## config.mk

```make
export PLATFORM = sky130hd
export DESIGN_NAME = tone_osc
export DESIGN_NICKNAME = d
export VERILOG_FILES = /design/src/rtl/tone_osc.sv
export SDC_FILE = /design/constraint.sdc
export NUM_CORES = 1
export LEC_CHECK = 0
export ABC_AREA = 1
export BUFFER_PORTS_ARGS = -buffer_cell sky130_fd_sc_hd__buf_2
export CORE_ASPECT_RATIO = 1.4
export CORE_UTILIZATION = 60
export DETAILED_ROUTE_END_ITERATION = 16
export MAX_ROUTING_LAYER = met4
export PLACE_DENSITY = 0.92
export SLEW_MARGIN = 15
export SYNTH_ARGS = -nofsm -noshare
export SYNTH_HDL_FRONTEND = slang
export SYNTH_SLANG_ARGS = --single-unit
export TNS_END_PERCENT = 30
```

## constraint.sdc

```tcl
create_clock -name clk -period 2.8 [get_ports clk]
set_input_delay 0.28 -clock clk [delete_from_list [all_inputs] [get_ports clk]]
set_output_delay 0.28 -clock clk [all_outputs]
set_load 0.005 [all_outputs]
```

## src/rtl/tone_osc.sv

```systemverilog
module tone_osc #(
  parameter int ACC_W = 24,
  parameter int OUT_W = 12,
  parameter int RD_W  = 8
) (
  input  logic             clk,
  input  logic             rst,
  input  logic             en,
  input  logic             wr_en,
  input  logic [2:0]       wr_addr,
  input  logic [7:0]       wr_data,
  input  logic             clr_strobe,
  input  logic             mod_msb,
  output logic [OUT_W-1:0] wave_out,
  output logic [RD_W-1:0]  osc_read,
  output logic             acc_msb,
  output logic             msb_rise,
  output logic             sync_mode
);

  localparam int MSB = ACC_W - 1;
  localparam logic [2:0] A_FLO = 3'd0, A_FHI = 3'd1, A_PLO = 3'd2, A_PHI = 3'd3, A_CTL = 3'd4;
  localparam logic [3:0] W_TRI = 4'd1, W_SAW = 4'd2, W_PUL = 4'd4;

  logic [15:0]      freq_q;
  logic [11:0]      pw_q;
  logic [3:0]       wave_sel;
  logic             sync_q, ring_q, test_q;
  logic [ACC_W-1:0] acc_q;

  logic             ctl_wr, test_next, fold;
  logic [ACC_W-1:0] acc_sum;
  logic [OUT_W-1:0] saw, tri_w, pulse;
  logic             unused_bit;

  assign unused_bit = wr_data[0];
  assign ctl_wr     = wr_en && (wr_addr == A_CTL);
  assign test_next  = ctl_wr ? wr_data[3] : test_q;
  assign acc_sum    = acc_q + ACC_W'(freq_q);

  always_ff @(posedge clk) begin
    if (rst) begin
      freq_q   <= '0;
      pw_q     <= '0;
      wave_sel <= '0;
      sync_q   <= 1'b0;
      ring_q   <= 1'b0;
      test_q   <= 1'b0;
      acc_q    <= '0;
      msb_rise <= 1'b0;
    end else begin
      if (wr_en) begin
        case (wr_addr)
          A_FLO: freq_q[7:0]  <= wr_data;
          A_FHI: freq_q[15:8] <= wr_data;
          A_PLO: pw_q[7:0]    <= wr_data;
          A_PHI: pw_q[11:8]   <= wr_data[3:0];
          A_CTL: begin
            wave_sel <= wr_data[7:4];
            test_q   <= wr_data[3];
            ring_q   <= wr_data[2];
            sync_q   <= wr_data[1];
          end
          default: ;
        endcase
      end
      if (clr_strobe || test_next) begin
        acc_q    <= '0;
        msb_rise <= 1'b0;
      end else if (en) begin
        acc_q    <= acc_sum;
        msb_rise <= !acc_q[MSB] && acc_sum[MSB];
      end else begin
        msb_rise <= 1'b0;
      end
    end
  end

  assign saw   = acc_q[MSB -: OUT_W];
  assign fold  = ring_q ? (acc_q[MSB] ^ mod_msb) : acc_q[MSB];
  assign tri_w = fold ? ~acc_q[MSB-1 -: OUT_W] : acc_q[MSB-1 -: OUT_W];
  assign pulse = (test_q || (saw >= pw_q)) ? '1 : '0;

  always_comb begin
    case (wave_sel)
      W_TRI:   wave_out = tri_w;
      W_SAW:   wave_out = saw;
      W_PUL:   wave_out = pulse;
      default: wave_out = '0;
    endcase
  end

  assign osc_read  = wave_out[OUT_W-1 -: RD_W];
  assign acc_msb   = acc_q[MSB];
  assign sync_mode = sync_q;

endmodule

```

==> impl_metrics.tcl <==
set metrics [dict create \
    layout.nets 738 \
    antenna_found_initial 0 \
    slew_viol_final 0 \
    p_per_area_nw_per_um2 424 \
    cts_hold_buf 0 \
    synth.yosys.seq_area_share_pct 28.9 \
    fillerInstances 624 \
    worst_path_most_repeated_cell "nand2_1" \
    grt_pass1_vias 4105 \
    worstSetupPathType "flop to output pin" \
    dp_cells 772 \
    grt_first_pass_wirelength_um 18400 \
    syn_nets 708 \
    slowest_stage "dfxtp_1" \
    fin_cells 788 \
    cts_htree_levels 3 \
    rows 35 \
    area_growth_syn_to_layout_pct 9.26 \
    die_height_um 101 \
    clock-root-buffer "clkbuf_8" \
    routed-via-count 4234 \
    rsz0062_at_grt "false" \
    insertion_delay_ns 0.35 \
    cts.repair.resized 0 \
    vias_per_cell 5.37 \
    status "finished clean" \
    wl_um 11300 \
    core_um2 6660 \
    drt_iter0_markers 238 \
    crit_buf_inv 2 \
    dp_hpwl_um 8650 \
    start_util_pct 62.5 \
    slew_headroom_pct 48.2 \
    path_max_fanout 12 \
    drive_gt1_share_pct 11.5 \
    num_antenna_cells 0 \
    worst_pin_slew_ns 0.776 \
    grt_use_total_pct 34.0 \
    max_freq_mhz 408 \
    async_flop_share_pct 0 \
    synth.avg_cell_area_um2 6.30 \
    end_kind "output pin" \
    wire_per_inst_um 14.3 \
    crit_required_ns 2.52 \
    path_delay_family "simple AND/OR/NAND/NOR gates" \
    gr-total-overflow 0 \
    die_w_um 72.4 \
    cts.sinks 60 \
    irDropWorstVdd_uv 531 \
    finalWeightedCongestion 0.939 \
    synth_edf_count 0 \
    max_stage_delay_ns 0.52 \
    io_pins 40 \
    skew_ns 0.00959 \
    clk_pin_slew_ns 0.08 \
    cts_tree "done" \
    yosysUniqueCellTypes 37 \
    period_share_pct 87.5 \
    cp_data_arrival_time_ns 2.17 \
    portBuffers 39 \
    ys_dominant_reg_cell "dfxtp_1" \
    hold_viol_final 0 \
    setup_slack_ns 0.350 \
    first_pass_iters 5 \
    grt_start_max_net_pins 35 \
    netlist_instances 661 \
    finalSetupViolations 0 \
    ys_seq_elements 60 \
    dieArea_um2 7280 \
    numCtsBuffers 9 \
    drv_cap 0 \
    synth_warnings 0 \
    worstPathCellList "ha_1 > nand2_1 > inv_1 > o21ai_0 > nand3_1 > nor2_1 > nand2_1 > nand2_1 > nand2_1 > buf_2" \
    min_period_ns 2.45 \
    setup.worst_path.start_class "flop" \
    clk_path_buf_depth 2 \
    leakage_nw 2.30 \
    drc_errors 0 \
    dp_slack_ns 0.576 \
    hp-class "input port to flop" \
    synthesis.area_um2 4160 \
    ant_nets 0 \
    final.setup.tns_ns 0 \
    cts_setup_buffers 0 \
]
==> synthesized netlist by cell type (2+ instances only) <==
cell | instances | area [um2]
o21ai_2 | 2 | 17.5
and2_1 | 2 | 12.5
nor2_4 | 2 | 22.5
nor4_1 | 2 | 12.5
inv_2 | 3 | 11.3
a21oi_1 | 48 | 240
nor2_1 | 91 | 342
xnor2_1 | 4 | 35.0
xor2_1 | 3 | 26.3
nand3b_1 | 2 | 15.0
nor3_1 | 7 | 35.0
buf_6 | 3 | 33.8
nand2_1 | 163 | 612
buf_4 | 9 | 67.6
ha_1 | 29 | 363
inv_1 | 96 | 360
nand3_1 | 44 | 220
nor2_2 | 4 | 25.0
nand4_1 | 3 | 18.8
o21ai_0 | 55 | 275
clkbuf_1 | 6 | 22.5
o211ai_2 | 2 | 25.0
dfxtp_1 | 60 | 1200
o21ai_1 | 3 | 15.0
buf_2 | 6 | 30.0
==> final timing paths <==
kind         startpoint           to  slack [ns]  cells after the start
max           acc_q[23]  wave_out[6]        0.35                     10
min                 rst       test_q        0.10                      2
max reg2reg  freq_q[10]    acc_q[23]        0.56                     12
min reg2reg     pw_q[6]      pw_q[6]        0.47                      2
==> per-stage QoR <==
step | hold WS [ns] | utilization (%) | total power, mW | cell area, um2
final | 0.103 | 68.3 | 1.93 | 4550
after global routing | 0.127 | 68.3 | 2.00 | 4550
after CTS | 0.101 | 68.3 | 1.93 | 4550
after detailed placement | 0.459 | 65.3 | 1.13 | 4350
after global placement | 0.449 | 65.3 | 1.12 | 4350
after floorplan | 0.352 | - | 1.07 | 4160
==> cell families (layout without fill, tap and decap cells) <==
kind of cell	Yosys count	count (layout)	synth area share, %
compound gates	113	113	14.5
xor+xnor	7	7	1.47
fa+ha+maj	30	30	9.20
buf+inv	125	160	12.9
flops	60	60	28.9
simple gates	326	326	33.1
==> flip-flops by register name (all words and copies together), names as in the netlist <==
register	flops
pw_q	12
msb_rise	1
ring_q	1
test_q	1
acc_q	24
freq_q	16
wave_sel	4
sync_mode	1
==> cell usage in the layout (no fill, tap or decap), types with 9 or more instances in the layout <==
cell / instances
dfxtp_1: 60
o21ai_0: 55
buf_2: 39
nor2_1: 91
inv_1: 96
a21oi_1: 48
nand2_1: 163
ha_1: 29
clkbuf_8: 9
nand3_1: 44
==> report_power, final <==
group | internal (mW) | total, mW | switching, mW
Clock | 0.417 | 0.811 | 0.394
Combinational | 0.0764 | 0.224 | 0.147
Sequential | 0.878 | 0.895 | 0.0171
==> layout make-up <==
cell class,count,area [um2],area share (%)
Sequential cell,60,1200,26.4
Clock buffer,9,124,2.72
Clock inverter,7,75.1,1.65
Timing Repair Buffer,43,225,4.95
Tap cell,92,115,2.53
Inverter,101,382,8.39
Multi-Input combinational cell,476,2420,53.3
==> per-layer routing <==
layer,share of wire [%],GRT usage [%]
met5,0,-
met4,5.5,20.8
met3,4.2,5.50
met2,51,61.1
met1,39,33.7
==> worst register-to-register path: stages (launching register included) <==
cell and delay (ns):
dfxtp_1 0.32, ha_1 0.34, nand2_1 0.17, inv_1 0.06, a21oi_1 0.23, nand2_1 0.08
nand2_1 0.06, nand3_1 0.11, nand2_1 0.09, inv_1 0.04, ha_1 0.25, or2_2 0.30
a21oi_1 0.14
No activity file was read; power rests on OpenSTA's default activity.
